==> config.mk <==
export PLATFORM = sky130hd
export DESIGN_NAME = chan_sequencer
export DESIGN_NICKNAME = d
export VERILOG_FILES = /design/src/rtl/chseq_pkg.sv /design/src/rtl/chseq_cmd_decode.sv /design/src/rtl/chseq_step.sv /design/src/rtl/chan_sequencer.sv
export SDC_FILE = /design/constraint.sdc
export NUM_CORES = 1
export LEC_CHECK = 0
export BUFFER_PORTS_ARGS = -buffer_cell sky130_fd_sc_hd__buf_4
export CAP_MARGIN = 15
export CORE_AREA = 2 2 39 41
export CTS_BUF_LIST = sky130_fd_sc_hd__clkbuf_16
export DETAILED_ROUTE_END_ITERATION = 16
export DIE_AREA = 0 0 41 43
export PLACE_DENSITY = 0.59
export REMOVE_ABC_BUFFERS = 1
export SLEW_MARGIN = 5
export SYNTH_ARGS = -nofsm -noshare
export SYNTH_HDL_FRONTEND = slang
export SYNTH_SLANG_ARGS = --single-unit
==> constraint.sdc <==
create_clock -name clk -period 1.4 [get_ports clk]
set_input_delay 0.28 -clock clk [delete_from_list [all_inputs] [get_ports clk]]
set_output_delay 0.28 -clock clk [all_outputs]
set_load 0.02 [all_outputs]
==> src/rtl/chseq_pkg.sv <==
package chseq_pkg;
  typedef enum logic [1:0] {
    SEQ_PICK_A = 2'b00,
    SEQ_PICK_B = 2'b01,
    SEQ_KEEP   = 2'b10,
    SEQ_START  = 2'b11
  } seq_code_e;
endpackage

==> src/rtl/chseq_cmd_decode.sv <==
module chseq_cmd_decode
  import chseq_pkg::*;
(
  input  logic       commit_i,
  input  logic [1:0] seq_i,
  input  logic       running_i,
  output logic       start_o,
  output logic       select_o,
  output logic       keep_o
);
  seq_code_e code;

  always_comb begin
    code     = seq_code_e'(seq_i);
    start_o  = 1'b0;
    select_o = 1'b0;
    keep_o   = 1'b0;
    if (commit_i) begin
      unique case (code)
        SEQ_START: start_o = 1'b1;
        SEQ_KEEP: begin
          keep_o   = running_i;
          select_o = !running_i;
        end
        default:   select_o = 1'b1;
      endcase
    end
  end

  always_comb begin
    assert_cmd_exclusive_R10: assert ($onehot0({start_o, select_o, keep_o}))
      else $error("command decode not exclusive");
  end
endmodule

==> src/rtl/chseq_step.sv <==
module chseq_step #(
  parameter int N_CH = 4,
  localparam int CW  = (N_CH > 1) ? $clog2(N_CH) : 1
) (
  input  logic [CW-1:0] chan_i,
  input  logic [CW-1:0] last_i,
  output logic [CW-1:0] next_o,
  output logic          wrap_o
);
  always_comb begin
    wrap_o = (chan_i == last_i) || (chan_i == CW'(N_CH - 1));
    next_o = wrap_o ? '0 : chan_i + CW'(1);
  end
endmodule

==> src/rtl/chan_sequencer.sv <==
module chan_sequencer #(
  parameter int N_CH = 4,
  localparam int CW  = (N_CH > 1) ? $clog2(N_CH) : 1
) (
  input  logic          clk,
  input  logic          rst_ni,
  input  logic          frame_i,
  input  logic          commit_i,
  input  logic [CW-1:0] addr_i,
  input  logic [1:0]    seq_i,
  output logic [CW-1:0] chan_o
);
  logic [1:0]    rst_sync_q;
  logic          rst_n;
  logic          run_q, run_d;
  logic [CW-1:0] last_q, last_d;
  logic [CW-1:0] chan_q, chan_d;
  logic          cmd_start, cmd_select, cmd_keep;
  logic [CW-1:0] step_chan;
  logic          step_wrap;
  logic          chan_en, last_en;

  always_ff @(posedge clk or negedge rst_ni) begin
    if (!rst_ni) rst_sync_q <= 2'b00;
    else         rst_sync_q <= {rst_sync_q[0], 1'b1};
  end
  assign rst_n = rst_sync_q[1];

  chseq_cmd_decode u_decode (
    .commit_i  (commit_i),
    .seq_i     (seq_i),
    .running_i (run_q),
    .start_o   (cmd_start),
    .select_o  (cmd_select),
    .keep_o    (cmd_keep)
  );

  chseq_step #(.N_CH(N_CH)) u_step (
    .chan_i (chan_q),
    .last_i (last_q),
    .next_o (step_chan),
    .wrap_o (step_wrap)
  );

  always_comb begin
    run_d   = run_q;
    last_d  = last_q;
    chan_d  = chan_q;
    last_en = 1'b0;
    chan_en = 1'b0;
    if (cmd_start) begin
      run_d   = 1'b1;
      last_d  = addr_i;
      last_en = 1'b1;
      chan_d  = '0;
      chan_en = 1'b1;
    end else if (cmd_select) begin
      run_d   = 1'b0;
      chan_d  = addr_i;
      chan_en = 1'b1;
    end else if (frame_i && run_q) begin
      chan_d  = step_chan;
      chan_en = 1'b1;
    end
  end

  always_ff @(posedge clk or negedge rst_n) begin
    if (!rst_n) begin
      run_q  <= 1'b0;
      last_q <= '0;
      chan_q <= '0;
    end else begin
      run_q <= run_d;
      if (last_en) last_q <= last_d;
      if (chan_en) chan_q <= chan_d;
    end
  end

  assign chan_o = chan_q;

  assert_start_zero_R3: assert property (@(posedge clk) disable iff (!rst_n)
    commit_i && seq_i == 2'b11 |=> chan_o == '0 && run_q)
    else $error("start/restart did not go to channel 0");

  assert_step_up_R4: assert property (@(posedge clk) disable iff (!rst_n)
    run_q && frame_i && !commit_i && chan_o != last_q |=> chan_o == $past(chan_o) + CW'(1))
    else $error("sequence did not step up by one");

  assert_wrap_R5: assert property (@(posedge clk) disable iff (!rst_n)
    run_q && frame_i && !commit_i && chan_o == last_q |=> chan_o == '0)
    else $error("sequence did not wrap to channel 0");

  assert_idle_hold_R6: assert property (@(posedge clk) disable iff (!rst_n)
    !frame_i && !commit_i |=> $stable(chan_o) && $stable(run_q))
    else $error("state changed without a frame or commit");

  assert_keep_R7: assert property (@(posedge clk) disable iff (!rst_n)
    run_q && commit_i && seq_i == 2'b10 |=> run_q && $stable(last_q))
    else $error("keep code disturbed the sequence");

  assert_stop_R8: assert property (@(posedge clk) disable iff (!rst_n)
    commit_i && seq_i[1] == 1'b0 |=> !run_q && chan_o == $past(addr_i))
    else $error("single-channel code did not select the address");

  assert_in_range_R4: assert property (@(posedge clk) disable iff (!rst_n)
    run_q |-> chan_o <= last_q)
    else $error("sequence channel beyond final channel");
endmodule

# Word-level counts from Yosys, hierarchy flattened
# Cells that the tools add are included.
[word_totals] output_inout_bits=2 elab_cells=30 inputBits=8 regBits=7
[op_classes] eq_ne=4 mux=14 reduce_logical=7 add_sub_neg=1
[op_table] op="1-bit 2-to-1 mux" count=9
[op_table] op="2-bit 2-to-1 mux" count=4
[op_table] op="2-bit == test, second input constant" count=3
[op_table] op="2-bit AND reduction" count=2
[op_table] op="3-bit nonzero test" count=1
[op_table] op="2-bit by 1-bit adder with 2-bit output, second input constant" count=1
[op_table] op="2-bit == test" count=1
[op_table] op="1-bit case mux with 2 select lines" count=1
[op_table] op="2-bit nonzero test" count=1
[op_table] op="1-bit logical AND" count=1
[op_table] op="1-bit logical NOT" count=1
[op_table] op="1-bit logical OR" count=1

# Longest topological paths before layout
# Gate-level depths: netlist of the first run.
[depth] word_depth=6 depth_mapped=5 ltp_nobuf=5

# By module
# From an unflattened synthesis of the first run, not the netlist that was laid out.
[hier_totals] hier_cells=31 area_unflattened_um2=361.6
[modules_own_cells] module="chan_sequencer" cells_per_inst=19 seq_area_each_um2=175.2 area_per_inst_um2=267.8 n_inst=1
[modules_own_cells] module="chseq_step" cells_per_inst=8 seq_area_each_um2=0.0 area_per_inst_um2=65.1 n_inst=1
[modules_own_cells] module="chseq_cmd_decode" cells_per_inst=4 seq_area_each_um2=0.0 area_per_inst_um2=28.8 n_inst=1

# Worst setup path after synthesis of the first run
# No wires, ideal clock.
[synth_timing] path_type="register to register" start="register chan_q[0] (netlist: chan_o[0])" end="register chan_q[1] (netlist: chan_o[1])" t_required_ns=1.278 stages_incl_launch_ff=6 setup_slack_ns=0.034 arrival_ns=1.245 cell_sequence="dfrtp_1 -> ha_1 -> nor2b_1 -> o21ai_0 -> nand2_1 -> a32o_1"
[synth_between] elab_chain_cells=6
[synth_rtl] item="from (decl)" line="chan_sequencer.sv:17" source="logic [CW-1:0] chan_q, chan_d;"
[synth_rtl] item="from (signal assigned)" line="chan_sequencer.sv:75" source="if (chan_en) chan_q <= chan_d;"
[synth_rtl] item="branches (longest 2 deep; another with 2-bit by 1-bit adder with 2-bit output)"
[synth_rtl] item="2-bit 2-to-1 mux (*)" line="chseq_step.sv:12" source="next_o = wrap_o ? '0 : chan_i + CW'(1);"
[synth_rtl] item="2-bit 2-to-1 mux (*)" line="chan_sequencer.sv:61" source="end else if (frame_i && run_q) begin"
[synth_rtl] item="2-bit 2-to-1 mux (*)" line="chan_sequencer.sv:57" source="end else if (cmd_select) begin"
[synth_rtl] item="2-bit 2-to-1 mux (*)" line="chan_sequencer.sv:51" source="if (cmd_start) begin"
# Mark *: on every way between the ends. The select of a mux whose other input is x is not followed.
# A chain may end at the register's enable or synchronous reset.

# Final worst setup path of the first run
[layout_timing] start="register chan_q[1] (netlist: chan_o[1])" end="register chan_q[1] (netlist: chan_o[1])"
# The elaborated chain is that of the path after synthesis.

==> metrics, run 1 <==
DR WL/cell 10.3 um; Yosys top cell by area dfrtp_1; Syn Area/Cell 10.6 sq um; Die Span Y 43 um; sequential-to-total area share from yosys stat 0.488; diodes inserted 0; CP bufs+invs 0; largest buffer count on any clock path 2; Final Max Slew Viols 0; vias in the first global route 278; Worst Path Arrival 1.41 ns; register share of total power 0.279; Post-CTS Setup Bufs 0; DRT Pass-1 Iters 4; CP top delay family flip-flops; P per Cell Area 1860 nW/um^2; Simple-Gate Fraction of Synth Area 0.153; layout cell share with drive strength beyond 1 0.347; Placed Area 454 sq um; main combinational cell family by area after synthesis compound AO/OA/AOI/OAI gates; r2r setup slk approximately 0.1 ns; DR vias between 200 and 300; die footprint between 1500 and 2000 sq um; MaxCap Viol Count 0; Fillers between 100 and 150; Site Rows 14; Synth Instances 34; most common cell after layout, fill and taps aside buf_4; critical path peak fanout 4; status finished clean; CTS tree done; Worst path slowest cell dfrtp_1; FF-to-FF path depth 5; post-route ant nets 0; post-route minimum period 1.30 ns; clock root cell clkbuf_16; Sw Ratio 0.255; first-pass GRT wire length roughly 1100 um; IR drop worst, VDD about 1 mV; Combinational Power Share 0.253; Sw Pwr 0.258 mW; most frequent cells in the layout 10 x buf_4, 7 x dfrtp_1, 3 x a21oi_1, 3 x clkbuf_16; P_leak around 0.25 nW; Cell variety after synth 19; Fmax 0.771 GHz; Setup CP Type reg -> reg; Clock Skew 0.00115 ns; Req. time, crit path 1.51 ns; XOR/XNOR share of the synthesized area 0.0488; FF-to-FF End chan_o[1]; clk_lat worst skew 0.23 ns; CTS buffer count 3; Starting Density 0.259; DP Wirelength 526 um; grt ovf 0; reg2reg start chan_o[1]; design area 543 sq um; Via density roughly 4.5; post-synthesis compound-gate area fraction 0.192; mapped cell area ~360 sq um; die width 41 um; HP Class reg -> async; DRT iter0 DRCs 5; number of synthesized register bits 7; clk slew on worst S/H paths 0.03 ns; IO Port Bufs 9; clock power share 0.468; Yosys top cell area share 0.488; Largest stage delay, worst path a little over 0.4 ns; RSZ-0062 raised after global routing no; overall routing resource usage 0.0954; Adder-Cell Fraction of Synth Area 0.0348; Setup TNS 0 ns; nets 59; Final Wtd Congestion 0.659; multiplexer area fraction after synthesis 0.0627; startpoint type of the worst setup path flop; Setup crit end kind flop; internal power consumption between 0.7 and 0.8 mW; Final setup violation count 0; Residual DRC 0; ranking of synthesized cells by area dfrtp_1 49%, mux2_2 6.3%, a32o_1 5.6%; clk sinks 7; Synth-to-Final Area Change 51.2%; I/O pins 10; Final Cycle Share 0.927; H-Tree Depth 1; initial antenna violation count 0; Synth Warn # 0; Core ar. approximately 1400 sq um; drt total wl about 670 um; worst path cell trace ha_1, nor2b_1, o21ai_0, nand2_1, a32o_1; largest net degree at the start of global routing 7; final hold vios 0
[registers in the layout (all words and copies together), names as in the netlist]
name        count
chan_o          2
rst_sync_q      2
last_q          2
run_q           1
[cells by family after synthesis]
kind of cell	Yosys count
other	1
AO/OA/AOI/OAI	10
buffers and inverters	1
multiplexers	2
adder cells (fa/ha/maj)	1
flip-flops	7
AND/OR/NAND/NOR	10
XOR/XNOR	2
[Yosys cell counts]
| master | number |
|---|---|
| nor2b_1 | 2 |
| nand3_1 | 1 |
| dfrtp_1 | 7 |
| inv_1 | 1 |
| a32o_1 | 2 |
| mux2_2 | 2 |
| a22oi_1 | 1 |
| nand2_2 | 1 |
| xor2_1 | 2 |
| nand2_1 | 2 |
| nand3b_1 | 1 |
| o31ai_1 | 1 |
| nor2_1 | 1 |
| or2_0 | 2 |
| o21ai_0 | 2 |
| conb_1 | 1 |
| ha_1 | 1 |
| a21oi_1 | 3 |
| o21ai_2 | 1 |
[power by group through the flow]
stage	Sequential (mW)	Clock (mW)	Combinational, mW
finish	0.282	0.472	0.256
global route	0.289	0.487	0.292
CTS	0.283	0.479	0.260
detailed placement	0.285	0	0.257
global placement	0.284	0	0.254
floorplan	0.314	0	0.126
[worst reg2reg max path, cell delays in order (launching register included)]
cell and delay (ns):
dfrtp_1 0.41, ha_1 0.27, nor2b_1 0.12, o21ai_0 0.07
nand2_1 0.07, a32o_1 0.24
[layout make-up]
type	instances	area, sq um	share of cell area
flip-flops and latches	7	175	0.323
clock buffers	3	75.1	0.138
repair buffers	11	85.1	0.157
inverters	1	3.75	0.00691
clock inverters	1	3.75	0.00691
multi-input cells	26	180	0.332
well taps	16	20.0	0.0369
[worst max path at each step]
| stage | startpoint | depth (start not counted) | to |
|---|---|---|---|
| floorplan | chan_o[0] | 5 | chan_o[1] |
| global placement | chan_o[1] | 5 | chan_o[1] |
| detailed placement | chan_o[1] | 5 | chan_o[1] |
| CTS | chan_o[1] | 5 | chan_o[1] |
| global route | chan_o[1] | 5 | chan_o[1] |
| finish | chan_o[1] | 5 | chan_o[1] |
[metrics by stage]
step / hold slack [ns] / setup WS [ns] / power (mW) / util / cells
final: 0.0762 / 0.103 / 1.01 / 0.392 / 65
after global routing: 0.0931 / 0.0261 / 1.07 / 0.392 / 65
after CTS: 0.0836 / 0.0950 / 1.02 / 0.392 / 65
after detailed placement: 0.0641 / 0.0985 / 0.542 / 0.328 / 60
after global placement: 0.0641 / 0.108 / 0.538 / 0.328 / 60
after floorplan: -0.0156 / 0.0335 / 0.440 / - / 34
[routing by layer]
layer	vias up	global-route usage	wire length [um]
met4	0	0.0600	13
met5	-	0	0
li1	152	-	-
met2	6	0.131	298
met3	2	0.0471	39
met1	134	0.113	316
[timing repair]
item,CTS,global route
hold endpoints to repair,2,0
gates resized for setup,0,0
setup endpoints to repair,0,0
hold buffers,1,0
Note: power is estimated with default switching activity, not from simulation.
==> run 2: changes to the inputs <==
--- a/config.mk
+++ b/config.mk
@@ -5,7 +5,7 @@
 export SDC_FILE = /design/constraint.sdc
 export NUM_CORES = 1
 export LEC_CHECK = 0
-export BUFFER_PORTS_ARGS = -buffer_cell sky130_fd_sc_hd__buf_4
+export BUFFER_PORTS_ARGS = -buffer_cell sky130_fd_sc_hd__buf_2
 export CAP_MARGIN = 15
 export CORE_AREA = 2 2 39 41
 export CTS_BUF_LIST = sky130_fd_sc_hd__clkbuf_16
==> run 2 against run 1 <==
Net effect: via count grew 0.34%; core utilization shrank 1.6 points; highest routed layer is now met3; worst hold slack about the same; clock skew rose by 0.0031 ns; sequential share of layout area rose by 1.4 points; total power fell by 1.1%; die area did not move; largest power group unchanged; sequential cell count did not move; count of clock-buffer cells in the layout is the same; global-route usage is 0.97 points higher; routed wire length up 2.8%; setup slack improved by 0.0053 ns.
==> metrics, run 2 (synthesized netlist as in run 1, its figures left out) <==
status finished clean (unchanged); Setup crit end kind flop (unchanged); H-Tree Depth 1 (unchanged); RSZ-0062 raised after global routing no (unchanged); clock power share 0.477 (was 0.468); DP Wirelength 538 um (was 526 um); clk_lat worst skew 0.23 ns (about the same); overall routing resource usage 0.105 (was 0.0954); Via density 4.54 (was 4.52); Final Wtd Congestion 0.656 (was 0.659); Placed Area 432 sq um (was 454 sq um); clk slew on worst S/H paths 0.04 ns (was 0.03 ns); IR drop worst, VDD 1.37 mV (was 1.01 mV); post-route ant nets 0 (unchanged); startpoint type of the worst setup path flop (unchanged); Final setup violation count 0 (unchanged); Req. time, crit path 1.52 ns (was 1.51 ns); clk sinks 7 (unchanged); post-route insts no fill 65 (unchanged); Final Max Slew Viols 0 (unchanged); worst path cell trace ha_1, nor2b_1, o21ai_0, nand2_1, a32o_1 (unchanged); Site Rows 14 (unchanged); Synth-to-Final Area Change 44.9% (was 51.2%); Die Span Y 43 um (unchanged); nets 59 (unchanged); I/O pins 10 (unchanged); Fmax 0.774 GHz (was 0.771 GHz); layout cell share with drive strength beyond 1 0.347 (unchanged); Starting Density 0.259 (unchanged); initial antenna violation count 0 (unchanged); die footprint 1760 sq um (unchanged); most common cell after layout, fill and taps aside buf_2 (was buf_4); clock root cell clkbuf_16 (unchanged); design area 520 sq um (was 543 sq um); final worst slack 0.108 ns (was 0.103 ns); P per Cell Area 1920 nW/um^2 (was 1860 nW/um^2); drt total wl 687 um (was 668 um); pre-CTS setup slack 0.107 ns (was 0.0985 ns); DRT Pass-1 Iters 4 (unchanged); Clock Skew 0.00421 ns (was 0.00115 ns); diodes inserted 0 (unchanged); Sw Ratio 0.265 (was 0.255); Worst path slowest cell dfrtp_1 (unchanged); MaxCap Viol Count 0 (unchanged); IO Port Bufs 9 (unchanged); Setup CP Type reg -> reg (unchanged); worst hold margin 0.0763 ns (was 0.0762 ns); Residual DRC 0 (unchanged); DR WL/cell 10.6 um (was 10.3 um); largest buffer count on any clock path 2 (unchanged); Largest stage delay, worst path 0.40 ns (was 0.41 ns); die width 41 um (unchanged); HP Class reg -> async (unchanged); CTS tree done (unchanged); # placed instances 60 (unchanged); final core utilization 0.376 (was 0.392); P_leak 0.247 nW (was 0.254 nW); Final Cycle Share 0.923 (was 0.927); Combinational Power Share 0.243 (was 0.253); grt ovf 0 (unchanged); Design Power 0.998 mW (was 1.01 mW); Worst Path Arrival 1.41 ns (about the same); critical path peak fanout 4 (unchanged); DRT iter0 DRCs 6 (was 5); vias in the first global route 282 (was 278); Sw Pwr 0.264 mW (was 0.258 mW); Regs by FF count chan_o: 2 flops, last_q: 2 flops, rst_sync_q: 2 flops (unchanged); largest net degree at the start of global routing 7 (unchanged); Core ar. 1380 sq um (unchanged); most frequent cells in the layout 9 x buf_2, 7 x dfrtp_1, 3 x a21oi_1, 3 x clkbuf_16 (was 10 x buf_4, 7 x dfrtp_1, 3 x a21oi_1, 3 x clkbuf_16); first-pass GRT wire length 1130 um (was 1080 um); internal power consumption 0.734 mW (was 0.751 mW); register share of total power 0.281 (was 0.279); post-route minimum period 1.29 ns (was 1.30 ns); Setup TNS 0 ns (unchanged); Fillers 149 (was 146); final hold vios 0 (unchanged); DR vias 295 (was 294); CTS buffer count 3 (unchanged)
-- run 2: cell counts in the layout (fill, tap and decap cells not counted) --
Identical to the previous run, type by type.
-- run 2: worst paths after layout --
path	slack, ns	start	end	cells past startpoint
max in group asynchronous	0.93	rst_ni	rst_sync_q[0]	2
max	0.11	chan_o[1]	chan_o[1]	5
min reg2reg	0.08	rst_sync_q[1]	last_q[0]	0
min	0.08	rst_sync_q[1]	last_q[0]	0
min in group clk	0.31	addr_i[0]	last_q[0]	2
max reg2reg	0.11	chan_o[1]	chan_o[1]	5
-- run 2: repair_timing --
action,CTS,global route
hold buffers,1,0
resized for setup,0,0
buffers inserted,0,0
endpoints found under the hold margin,2,0
-- run 2: final cells by class --
class	count	area, sq um	area share
multi-input cells	26	180	0.346
flip-flops and latches	7	175	0.337
clock buffers	3	75.1	0.144
repair buffers	11	62.6	0.120
well taps	16	20.0	0.0385
clock inverters	1	3.75	0.00721
inverters	1	3.75	0.00721
-- run 2: worst max-delay path: cells and delay by family (launching register included) --
kind	cells	cell delay (ns)
AO/OA/AOI/OAI	2	0.31
adder cells (fa/ha/maj)	1	0.27
flip-flops	1	0.40
AND/OR/NAND/NOR	2	0.20
-- run 2: layer usage --
layer	GRT usage	wire length (um)	vias up
met1	0.105	305	139
met4	0.0600	0	0
li1	-	-	152
met3	0.0785	22	0
met5	0	0	-
met2	0.150	358	4
-- run 2: power groups by stage --
| stage | Sequential [mW] | Combinational [mW] | Clock, mW |
|---|---|---|---|
| final | 0.280 | 0.242 | 0.476 |
| after global routing | 0.287 | 0.277 | 0.501 |
| after CTS | 0.281 | 0.244 | 0.488 |
| after detailed placement | 0.284 | 0.240 | 0 |
| after global placement | 0.282 | 0.234 | 0 |
| after floorplan | 0.314 | 0.126 | 0 |
==> run 3: changes to the inputs <==
--- a/config.mk
+++ b/config.mk
@@ -7,10 +7,10 @@
 export LEC_CHECK = 0
 export BUFFER_PORTS_ARGS = -buffer_cell sky130_fd_sc_hd__buf_2
 export CAP_MARGIN = 15
-export CORE_AREA = 2 2 39 41
+export CORE_MARGIN = 2
+export CORE_UTILIZATION = 27
 export CTS_BUF_LIST = sky130_fd_sc_hd__clkbuf_16
 export DETAILED_ROUTE_END_ITERATION = 16
-export DIE_AREA = 0 0 41 43
 export PLACE_DENSITY = 0.59
 export REMOVE_ABC_BUFFERS = 1
 export SLEW_MARGIN = 5
==> run 3 against run 2 <==
Net effect: sequential power hardly changed; global-route usage is 0.47 points higher; critical path depth stayed put; clock skew is 0.0015 ns lower; register-to-register slack hardly changed; worst hold slack worse by 0.0040 ns; routed wire length is 8.2% lower.
==> metrics, run 3 (synthesized netlist as in run 1, its figures left out) <==
vias in the first global route 307 (was 282); final worst slack 0.117 ns (was 0.108 ns); most frequent cells in the layout 9 x buf_2, 7 x dfrtp_1, 3 x a21oi_1, 3 x clkbuf_16 (unchanged); overall routing resource usage 0.110 (was 0.105); Final Cycle Share 0.916 (was 0.923); Final Wtd Congestion 0.705 (was 0.656); Req. time, crit path 1.51 ns (was 1.52 ns); die width 40.5 um (was 41 um); Post-CTS Setup Bufs 0 (unchanged); diodes inserted 0 (unchanged); DR WL/cell 9.86 um (was 10.6 um); grt ovf 0 (unchanged); Core ar. 1270 sq um (was 1380 sq um); RSZ-0062 raised after global routing no (unchanged); initial antenna violation count 0 (unchanged); r2r setup slk 0.12 ns (was 0.11 ns); FF-to-FF path depth 5 (unchanged); final hold vios 0 (unchanged); clk sinks 7 (unchanged); post-route ant nets 0 (unchanged); reg2reg start chan_o[1] (unchanged); DRT Pass-1 Iters 3 (was 4); drt total wl 631 um (was 687 um); critical path endpoint chan_o[1] (unchanged); H-Tree Depth 1 (unchanged); Starting Density 0.283 (was 0.259); P_leak 0.247 nW (unchanged); Fillers 131 (was 149); MaxCap Viol Count 0 (unchanged); P per Cell Area 1910 nW/um^2 (was 1920 nW/um^2); clock power share 0.476 (was 0.477); clk slew on worst S/H paths 0.04 ns (about the same); post-CTS sizing 0 (unchanged); Synth-to-Final Area Change 44.6% (was 44.9%); largest net degree at the start of global routing 7 (unchanged); clk_lat worst skew 0.23 ns (about the same); Sw Ratio 0.259 (was 0.265); Setup CP Type reg -> reg (unchanged); die footprint 1640 sq um (was 1760 sq um); layout cell share with drive strength beyond 1 0.347 (unchanged); Combinational Power Share 0.242 (was 0.243); CTS buffer count 3 (unchanged); Residual DRC 0 (unchanged); internal power consumption 0.734 mW (about the same); I/O pins 10 (unchanged); Multi-input gate area 180 sq um (unchanged); Site Rows 13 (was 14); pre-CTS setup slack 0.115 ns (was 0.107 ns); FF-to-FF End chan_o[1] (unchanged); Sw Pwr 0.257 mW (was 0.264 mW); Setup TNS 0 ns (unchanged); first-pass GRT wire length 1130 um (unchanged); Worst Path Arrival 1.40 ns (was 1.41 ns); Design Power 0.990 mW (was 0.998 mW); design area 519 sq um (was 520 sq um); most common cell after layout, fill and taps aside buf_2 (unchanged); Worst Setup SP chan_o[1] (unchanged); Regs by FF count chan_o: 2 flops, last_q: 2 flops, rst_sync_q: 2 flops (unchanged); Fmax 0.779 GHz (was 0.774 GHz); register share of total power 0.282 (was 0.281); Final Max Slew Viols 0 (unchanged); Register Area 175 sq um (unchanged); startpoint type of the worst setup path flop (unchanged); critical path peak fanout 4 (unchanged); Via density 4.70 (was 4.54); DP Wirelength 522 um (was 538 um); clock root cell clkbuf_16 (unchanged); IR drop worst, VDD 1.21 mV (was 1.37 mV); status finished clean (unchanged); IO Port Bufs 9 (unchanged); largest buffer count on any clock path 2 (unchanged); Clock Skew 0.00271 ns (was 0.00421 ns); CTS tree done (unchanged); final core utilization 0.409 (was 0.376); DRT iter0 DRCs 9 (was 6); Final setup violation count 0 (unchanged); post-route minimum period 1.28 ns (was 1.29 ns); Setup crit end kind flop (unchanged); Die Span Y 40.5 um (was 43 um); DR vias 301 (was 295); nets 59 (unchanged); Placed Area 430 sq um (was 432 sq um); HP Class reg -> async (unchanged)
==> run 3: cell counts in the layout (fill, tap and decap cells not counted) <==
Identical to the previous run, type by type.
==> run 3: final cells by class <==
cell class	instances	share of cell area
Tap cell	15	0.0361
Clock inverter	1	0.00723
Multi-Input combinational cell	26	0.347
Sequential cell	7	0.337
Timing Repair Buffer	11	0.120
Clock buffer	3	0.145
Inverter	1	0.00723
==> run 3: critical path: stages, from the launching register on <==
cell and delay [ns]:
dfrtp_1 0.40, ha_1 0.27, nor2b_1 0.12, o21ai_0 0.07, nand2_1 0.07, a32o_1 0.23
==> run 3: how the worst min path moves through the flow <==
stage / start / to / slack (ns) / cells past startpoint
detailed placement: rst_ni / rst_sync_q[0] / 0.07 / 1
CTS: rst_sync_q[1] / last_q[1] / 0.08 / 0
global placement: rst_ni / rst_sync_q[0] / 0.07 / 1
floorplan: rst_ni / rst_sync_q[0] / -0.02 / 0
global route: rst_sync_q[1] / last_q[1] / 0.09 / 0
finish: rst_sync_q[1] / last_q[1] / 0.07 / 0
==> run 3: what timing repair did <==
action / 4_1_cts / 5_1_grt
hold buffers: 1 / 0
endpoints found under the setup margin: 0 / 0
endpoints found under the hold margin: 2 / 0
==> run 3: routing by layer <==
metal | track usage | share of wire | up-vias
li1 | - | - | 151
met1 | 0.111 | 0.47 | 144
met2 | 0.171 | 0.47 | 6
met3 | 0.0722 | 0.057 | 0
met4 | 0.0583 | 0 | 0
met5 | 0 | 0 | -
==> run 3: stage by stage <==
stage | hold slack (ns) | instances
3_5_place_dp | 0.0672 | 59
5_1_grt | 0.0894 | 64
2_1_floorplan | -0.0156 | 34
4_1_cts | 0.0780 | 64
3_3_place_gp | 0.0663 | 59
6_report | 0.0723 | 64
==> run 3: power groups by stage <==
stage	clock (mW)	combinational (mW)	sequential, mW
floorplan	0	0.126	0.314
global placement	0	0.234	0.281
detailed placement	0	0.242	0.283
CTS	0.481	0.246	0.280
global route	0.495	0.270	0.285
finish	0.471	0.240	0.279
